**config.mk**
```make
export PLATFORM = sky130hd
export DESIGN_NAME = wavegen_channel
export DESIGN_NICKNAME = d
export VERILOG_FILES = /design/src/rtl/wavegen_pkg.sv /design/src/rtl/wavegen_datapath.sv /design/src/rtl/wavegen_control.sv /design/src/rtl/wavegen_channel.sv
export SDC_FILE = /design/constraint.sdc
export NUM_CORES = 2
export LEC_CHECK = 0
export BUFFER_PORTS_ARGS = -buffer_cell sky130_fd_sc_hd__clkbuf_2
export CAP_MARGIN = 10
export CORE_MARGIN = 10
export CORE_UTILIZATION = 40
export DETAILED_ROUTE_END_ITERATION = 8
export PLACE_DENSITY_LB_ADDON = 0.15
export SYNTH_ARGS = -nofsm -noshare
export SYNTH_HDL_FRONTEND = slang
export SYNTH_SLANG_ARGS = --single-unit
export TNS_END_PERCENT = 50
```
**constraint.sdc**
```tcl
create_clock -name clk -period 7.9 [get_ports clk]
set_clock_uncertainty 0.2 [all_clocks]
set_input_delay 1.975 -clock clk [delete_from_list [all_inputs] [get_ports clk]]
set_output_delay 1.975 -clock clk [all_outputs]
set_load 0.01 [all_outputs]
```
**src/rtl/wavegen_pkg.sv**
```systemverilog
package wavegen_pkg;
  localparam int FRAC_W      = 16;
  localparam int SAMPLE_W    = 14;
  localparam int UNITY_SHIFT = 13;
  localparam int COUNT_W     = 16;
  localparam int DELAY_W     = 32;

  localparam logic [3:0] TRIG_NOW  = 4'd1;
  localparam logic [3:0] TRIG_RISE = 4'd2;
  localparam logic [3:0] TRIG_FALL = 4'd3;

  typedef enum logic [1:0] {
    SEQ_IDLE = 2'd0,
    SEQ_PLAY = 2'd1,
    SEQ_GAP  = 2'd2
  } seqState_e;

  typedef struct packed {
    logic loadStart;
    logic advance;
  } dpStrobes_t;
endpackage

```
**src/rtl/wavegen_datapath.sv**
```systemverilog
module wavegen_datapath
  import wavegen_pkg::*;
#(
  parameter int ADDR_W = 8
) (
  input  logic                       clk,
  input  logic                       rstN,
  input  dpStrobes_t                 strb,
  input  logic                       wrapMode,
  input  logic                       forceZero,
  input  logic [ADDR_W+FRAC_W-1:0]   startOfs,
  input  logic [ADDR_W+FRAC_W-1:0]   stepVal,
  input  logic [ADDR_W+FRAC_W-1:0]   wrapVal,
  input  logic [SAMPLE_W-1:0]        gain,
  input  logic [SAMPLE_W-1:0]        offset,
  input  logic                       tblWe,
  input  logic [ADDR_W-1:0]          tblAddr,
  input  logic [SAMPLE_W-1:0]        tblData,
  output logic                       wrapHit,
  output logic [ADDR_W+FRAC_W-1:0]   accOut,
  output logic [ADDR_W-1:0]          readPtr,
  output logic [SAMPLE_W-1:0]        sampleOut
);
  localparam int ACC_W  = ADDR_W + FRAC_W;
  localparam int DEPTH  = 2 ** ADDR_W;
  localparam int PROD_W = 2 * SAMPLE_W + 1;
  localparam int EXT_W  = PROD_W - SAMPLE_W + 2;
  localparam logic signed [PROD_W:0] SAT_HI = {{EXT_W{1'b0}}, {(SAMPLE_W-1){1'b1}}};
  localparam logic signed [PROD_W:0] SAT_LO = {{EXT_W{1'b1}}, {(SAMPLE_W-1){1'b0}}};

  logic [ACC_W-1:0]    acc;
  logic [ACC_W:0]      nextSum;
  logic [ACC_W-1:0]    wrapped;
  logic [SAMPLE_W-1:0] sampleMem [DEPTH];
  logic [SAMPLE_W-1:0] rdData;
  logic                enStage1;

  logic signed [PROD_W-1:0]   product;
  logic signed [PROD_W:0]     sumVal;
  logic signed [SAMPLE_W-1:0] satVal;

  // phase accumulator
  always_comb begin
    nextSum = {1'b0, acc} + {1'b0, stepVal};
    wrapped = nextSum[ACC_W-1:0] - wrapVal;
    wrapHit = strb.advance && (nextSum >= {1'b0, wrapVal});
  end

  always_ff @(posedge clk or negedge rstN) begin
    if (!rstN) begin
      acc <= '0;
    end else if (strb.loadStart) begin
      acc <= startOfs;
    end else if (strb.advance) begin
      if (wrapHit) acc <= wrapMode ? wrapped : startOfs;
      else         acc <= nextSum[ACC_W-1:0];
    end
  end

  assign readPtr = acc[ACC_W-1:FRAC_W];
  assign accOut  = acc;

  // sample table, registered read
  always_ff @(posedge clk) begin
    if (tblWe) sampleMem[tblAddr] <= tblData;
  end

  always_ff @(posedge clk or negedge rstN) begin
    if (!rstN) begin
      rdData   <= '0;
      enStage1 <= 1'b0;
    end else begin
      rdData   <= sampleMem[readPtr];
      enStage1 <= strb.advance;
    end
  end

  // gain, offset and clamp
  always_comb begin
    product = $signed(rdData) * $signed({1'b0, gain});
    sumVal  = (PROD_W+1)'(product >>> UNITY_SHIFT) + (PROD_W+1)'($signed(offset));
    if (sumVal > SAT_HI)      satVal = SAT_HI[SAMPLE_W-1:0];
    else if (sumVal < SAT_LO) satVal = SAT_LO[SAMPLE_W-1:0];
    else                      satVal = sumVal[SAMPLE_W-1:0];
  end

  always_ff @(posedge clk or negedge rstN) begin
    if (!rstN)                        sampleOut <= '0;
    else if (enStage1 && !forceZero)  sampleOut <= satVal;
    else                              sampleOut <= '0;
  end
endmodule

```
**src/rtl/wavegen_control.sv**
```systemverilog
module wavegen_control
  import wavegen_pkg::*;
(
  input  logic               clk,
  input  logic               rstN,
  input  logic [3:0]         trigSel,
  input  logic               extTrig,
  input  logic               usTick,
  input  logic               smReset,
  input  logic [COUNT_W-1:0] passCount,
  input  logic [COUNT_W-1:0] burstCount,
  input  logic [DELAY_W-1:0] burstDelay,
  input  logic               wrapHit,
  output dpStrobes_t         strb
);
  seqState_e          seqState;
  logic               extPrev;
  logic               trigEvent;
  logic               burstEnd;
  logic               gapDone;
  logic [COUNT_W-1:0] passIdx;
  logic [COUNT_W-1:0] repIdx;
  logic [DELAY_W-1:0] gapCnt;

  always_comb begin
    case (trigSel)
      TRIG_NOW:  trigEvent = 1'b1;
      TRIG_RISE: trigEvent = extTrig && !extPrev;
      TRIG_FALL: trigEvent = !extTrig && extPrev;
      default:   trigEvent = 1'b0;
    endcase
  end

  assign burstEnd = wrapHit && (passCount != '0) && ((passIdx + 1'b1) == passCount);
  assign gapDone  = (seqState == SEQ_GAP) && (gapCnt == burstDelay);

  always_comb begin
    strb.loadStart = !smReset && (((seqState == SEQ_IDLE) && trigEvent) || gapDone);
    strb.advance   = !smReset && (seqState == SEQ_PLAY);
  end

  always_ff @(posedge clk or negedge rstN) begin
    if (!rstN) extPrev <= 1'b0;
    else       extPrev <= extTrig;
  end

  always_ff @(posedge clk or negedge rstN) begin
    if (!rstN) begin
      seqState <= SEQ_IDLE;
      passIdx  <= '0;
      repIdx   <= '0;
      gapCnt   <= '0;
    end else if (smReset) begin
      seqState <= SEQ_IDLE;
      passIdx  <= '0;
      repIdx   <= '0;
      gapCnt   <= '0;
    end else begin
      case (seqState)
        SEQ_IDLE: begin
          if (trigEvent) begin
            seqState <= SEQ_PLAY;
            passIdx  <= '0;
            repIdx   <= '0;
          end
        end
        SEQ_PLAY: begin
          if (burstEnd) begin
            passIdx <= '0;
            if (repIdx != burstCount) begin
              repIdx   <= repIdx + 1'b1;
              gapCnt   <= '0;
              seqState <= SEQ_GAP;
            end else begin
              seqState <= SEQ_IDLE;
            end
          end else if (wrapHit) begin
            passIdx <= passIdx + 1'b1;
          end
        end
        SEQ_GAP: begin
          if (gapDone) begin
            seqState <= SEQ_PLAY;
            passIdx  <= '0;
          end else if (usTick) begin
            gapCnt <= gapCnt + 1'b1;
          end
        end
        default: seqState <= SEQ_IDLE;
      endcase
    end
  end
endmodule

```
**src/rtl/wavegen_channel.sv**
```systemverilog
module wavegen_channel
  import wavegen_pkg::*;
#(
  parameter int ADDR_W = 8
) (
  input  logic                      clk,
  input  logic                      rstN,
  input  logic [3:0]                trigSel,
  input  logic                      extTrig,
  input  logic                      usTick,
  input  logic                      smReset,
  input  logic                      forceZero,
  input  logic                      wrapMode,
  input  logic [ADDR_W+FRAC_W-1:0]  startOfs,
  input  logic [ADDR_W+FRAC_W-1:0]  stepVal,
  input  logic [ADDR_W+FRAC_W-1:0]  wrapVal,
  input  logic [SAMPLE_W-1:0]       gain,
  input  logic [SAMPLE_W-1:0]       offset,
  input  logic [COUNT_W-1:0]        passCount,
  input  logic [COUNT_W-1:0]        burstCount,
  input  logic [DELAY_W-1:0]        burstDelay,
  input  logic                      tblWe,
  input  logic [ADDR_W-1:0]         tblAddr,
  input  logic [SAMPLE_W-1:0]       tblData,
  output logic [SAMPLE_W-1:0]       sampleOut,
  output logic [ADDR_W-1:0]         readPtr
);
  localparam int ACC_W = ADDR_W + FRAC_W;

  dpStrobes_t       strb;
  logic             wrapHit;
  logic [ACC_W-1:0] accOut;

  wavegen_control u_ctl (
    .clk        (clk),
    .rstN       (rstN),
    .trigSel    (trigSel),
    .extTrig    (extTrig),
    .usTick     (usTick),
    .smReset    (smReset),
    .passCount  (passCount),
    .burstCount (burstCount),
    .burstDelay (burstDelay),
    .wrapHit    (wrapHit),
    .strb       (strb)
  );

  wavegen_datapath #(.ADDR_W(ADDR_W)) u_dp (
    .clk       (clk),
    .rstN      (rstN),
    .strb      (strb),
    .wrapMode  (wrapMode),
    .forceZero (forceZero),
    .startOfs  (startOfs),
    .stepVal   (stepVal),
    .wrapVal   (wrapVal),
    .gain      (gain),
    .offset    (offset),
    .tblWe     (tblWe),
    .tblAddr   (tblAddr),
    .tblData   (tblData),
    .wrapHit   (wrapHit),
    .accOut    (accOut),
    .readPtr   (readPtr),
    .sampleOut (sampleOut)
  );
endmodule

```
==> metrics.txt <==
outcome=complete, but fails checks; failing checks=max-slew violations, negative setup slack; Post-Synthesis Cells=7385; Wirelength per Cell=30.1 um; PwrDens=494 nW/um^2; initial antenna violation count=32; startpoint types=primary input; kind of critical path=primary input to register; drt drc=0; Seq/Total Area, Yosys=72.0%; Worst EP required=8.56 ns; Max Clk Rate=120 MHz; Placed Cells=12689; num rows=227; WHS Endpoint=u_dp.accOut[15]; Starting DRT DRC Count=7372; Final Cell Area=176000 um^2; RSZ-0062 raised after global routing=yes; Area Overhead vs Synth=14.8%; max_slew headroom=-9.12%; Crit-path slowest cell=fa_1; Post-DP Area=164000 um^2; Finish-stage setup viols=14; post-route ant nets=0; synth cell count leaders=3584 x edfxtp_1, 1176 x mux4_2, 349 x nor2_1; Net Count, Synth=7900; largest net degree at the start of global routing=187; gp weighted congestion=0.827; die width=640 um; Post-synth EDFFs=3584; chip height=640 um; ys async rst share=3.24%; Clock Sinks=3704; fin util=46.1%; Final nets=8570; TritonCTS Buffers=393; final setup margin=-0.415 ns; hold depth=2; final wirelength=404000 um; Hold Violations, Final=0; Unique masters post-synth=86; global-route track usage on met1=27.7%; crit share post-route=105%; Crit Path Max Fanout=11; Clock Latency Late Sink=0.94 ns; vias after detailed routing=76106; CTS max path bufs=4; H-Tree Depth=5; CP Launch Point=gain[6]; Starting Density=40.2%; drt pass-1 iters=5; core area=383000 um^2; crit-path max cell delay=0.55 ns; Hold Slack=0.315 ns; CTS clk-pin slew, worst paths=0.06 ns; Place WS=-1.70 ns; mean number of vias per cell=5.67; #FFs+latches synth=3704; R2R depth=30; Cell Int Power=55.5 mW; gr ovfl total=0; Root Driver=clkbuf_16; area share of the largest cell type after synthesis=70.0%; leading post-synthesis cells by cell area=edfxtp_1 70%, mux4_2 17%, dfrtp_1 2.0%; Critical Path End Type=register; YS warnings=0; clock power share=20.7%; sw power=31.8 mW; Max-cap violations=0; Mean Syn Cell Area=20.8 um^2; r2r endpoint=u_dp.sampleOut[3]; first-pass GRT wire length=584000 um; clock tree from TritonCTS=done; Port Buffers=219; cell taking the most area after synthesis=edfxtp_1; vias in the first global route=78696; predominant post-synthesis flop cell=edfxtp_1; actual slew at the worst max-slew pin=1.64 ns; die area=410000 um^2; share of layout cells above drive strength 1=29.7%; Ports=220; Comb power frac=53.8%; register-to-register setup slack=-0.01 ns; Worst EP arrival=8.97 ns; CP dominant cell by count=fa_1; GR Util met3=3.17%; dpl hpwl=244000 um; LEAKAGE=57.2 nW; Fillers=31872; final non-filler cell total=13423; GRT Util Overall=19.4%; Switching Fraction=36.4%; Slew Viols, Final=64; sequential power share=25.4%; fin crit period=8.31 ns; most common cell in the netlist=edfxtp_1; Worst Hold Class=register to register; M2 GR Usage=31.5%; worst hold path startpoint=u_dp.accOut[15]; reg-to-reg startpoint=u_dp.rdData[4]; Post-Syn Area=154000 um^2; GRT busiest layer=met2; VDD IR-drop max=0.00380 V
==> cell usage in the layout, fill, tap and decap left out, types with 43 or more instances in the layout <==
cell type / n
a21oi_1: 76
a22oi_1: 49
and2_1: 117
buf_4: 417
clkbuf_1: 98
clkbuf_16: 396
clkbuf_2: 201
clkinv_1: 91
clkinv_2: 51
dfrtp_1: 114
edfxtp_1: 3584
fa_1: 142
ha_1: 168
inv_1: 196
mux4_2: 1176
nand2_1: 196
nand3_1: 75
nand4_1: 43
nor2_1: 322
nor2b_1: 45
o21ai_0: 77
xnor2_1: 80
xor2_1: 54
==> critical path: cells and delay by family <==
family | cells | cell delay (ns)
AND/OR/NAND/NOR | 7 | 1.40
AO/OA/AOI/OAI | 9 | 1.52
XOR/XNOR | 1 | 0.08
buffers and inverters | 6 | 0.47
adder cells (fa/ha/maj) | 8 | 3.51
==> layout make-up <==
| class | instances | area (um^2) | area share, % |
|---|---|---|---|
| Sequential cell | 3704 | 111000 | 62.7 |
| Multi-Input combinational cell | 3079 | 41100 | 23.3 |
| Clock buffer | 496 | 10300 | 5.84 |
| Tap cell | 5038 | 6300 | 3.57 |
| Timing Repair Buffer | 678 | 5180 | 2.94 |
| Clock inverter | 217 | 2200 | 1.24 |
| Inverter | 199 | 747 | 0.423 |
| Antenna cell | 12 | 30.0 | 0.0170 |
==> worst max path at each step <==
stage / to / depth (start not counted) / slack [ns]
2_1_floorplan: u_dp.sampleOut[10] / 31 / -0.97
3_3_place_gp: u_dp.sampleOut[3] / 33 / -1.66
3_5_place_dp: u_dp.sampleOut[3] / 32 / -1.70
4_1_cts: u_dp.sampleOut[3] / 31 / -0.38
5_1_grt: u_dp.sampleOut[6] / 34 / -0.73
6_report: u_dp.sampleOut[3] / 31 / -0.41
==> metrics by stage <==
stage	setup TNS [ns]	power [mW]
after floorplan	-12.73	49.8
after global placement	-22.29	66.2
after detailed placement	-22.48	66.4
after CTS	-4.54	86.7
after global routing	-9.47	93.1
final	-5.09	87.2
==> repair_timing <==
item | CTS | global route
gates cloned | 1 | 0
pin swaps | 13 | 14
resized for setup | 36 | 24
setup buffers | 4 | 4
setup endpoints to repair | 14 | 14
hold buffers | 0 | 0
==> kinds of logic (layout without fill, tap and decap cells) <==
logic type,after synthesis,count (layout),share of synthesized area (%)
other,0,12,0
adders and majority gates,317,317,3.28
and+or+nand+nor,996,996,3.16
buffers and inverters,602,1590,1.55
muxes,1191,1191,17.3
AOI/OAI and AO/OA,439,439,1.94
xor gates and xnor gates,136,136,0.780
DFF,3704,3704,72.0
==> power groups by stage <==
stage / logic [mW] / clock network [mW] / registers (mW)
after CTS: 46.0 / 18.5 / 22.2
after floorplan: 27.6 / 0 / 22.2
final: 46.9 / 18.1 / 22.2
after global placement: 43.6 / 0 / 22.6
after global routing: 51.6 / 19.3 / 22.2
after detailed placement: 43.8 / 0 / 22.6
==> routing by layer <==
metal	up-vias	wire, um
met3	507	25000
met5	-	23
li1	31826	-
met2	2420	195000
met1	41349	174000
met4	4	10500
==> flip-flops by register name, summed over array words and instances (netlist names) <==
signal          flops
u_ctl.extPrev       1
u_ctl.repIdx       16
u_ctl.gapCnt       32
u_dp.accOut        24
u_dp.sampleOut     14
u_dp.enStage1       1
u_ctl.passIdx      16
u_dp.sampleMem   3584
u_dp.rdData        14
u_ctl.seqState      2
Power figures use the tool's default switching activity.
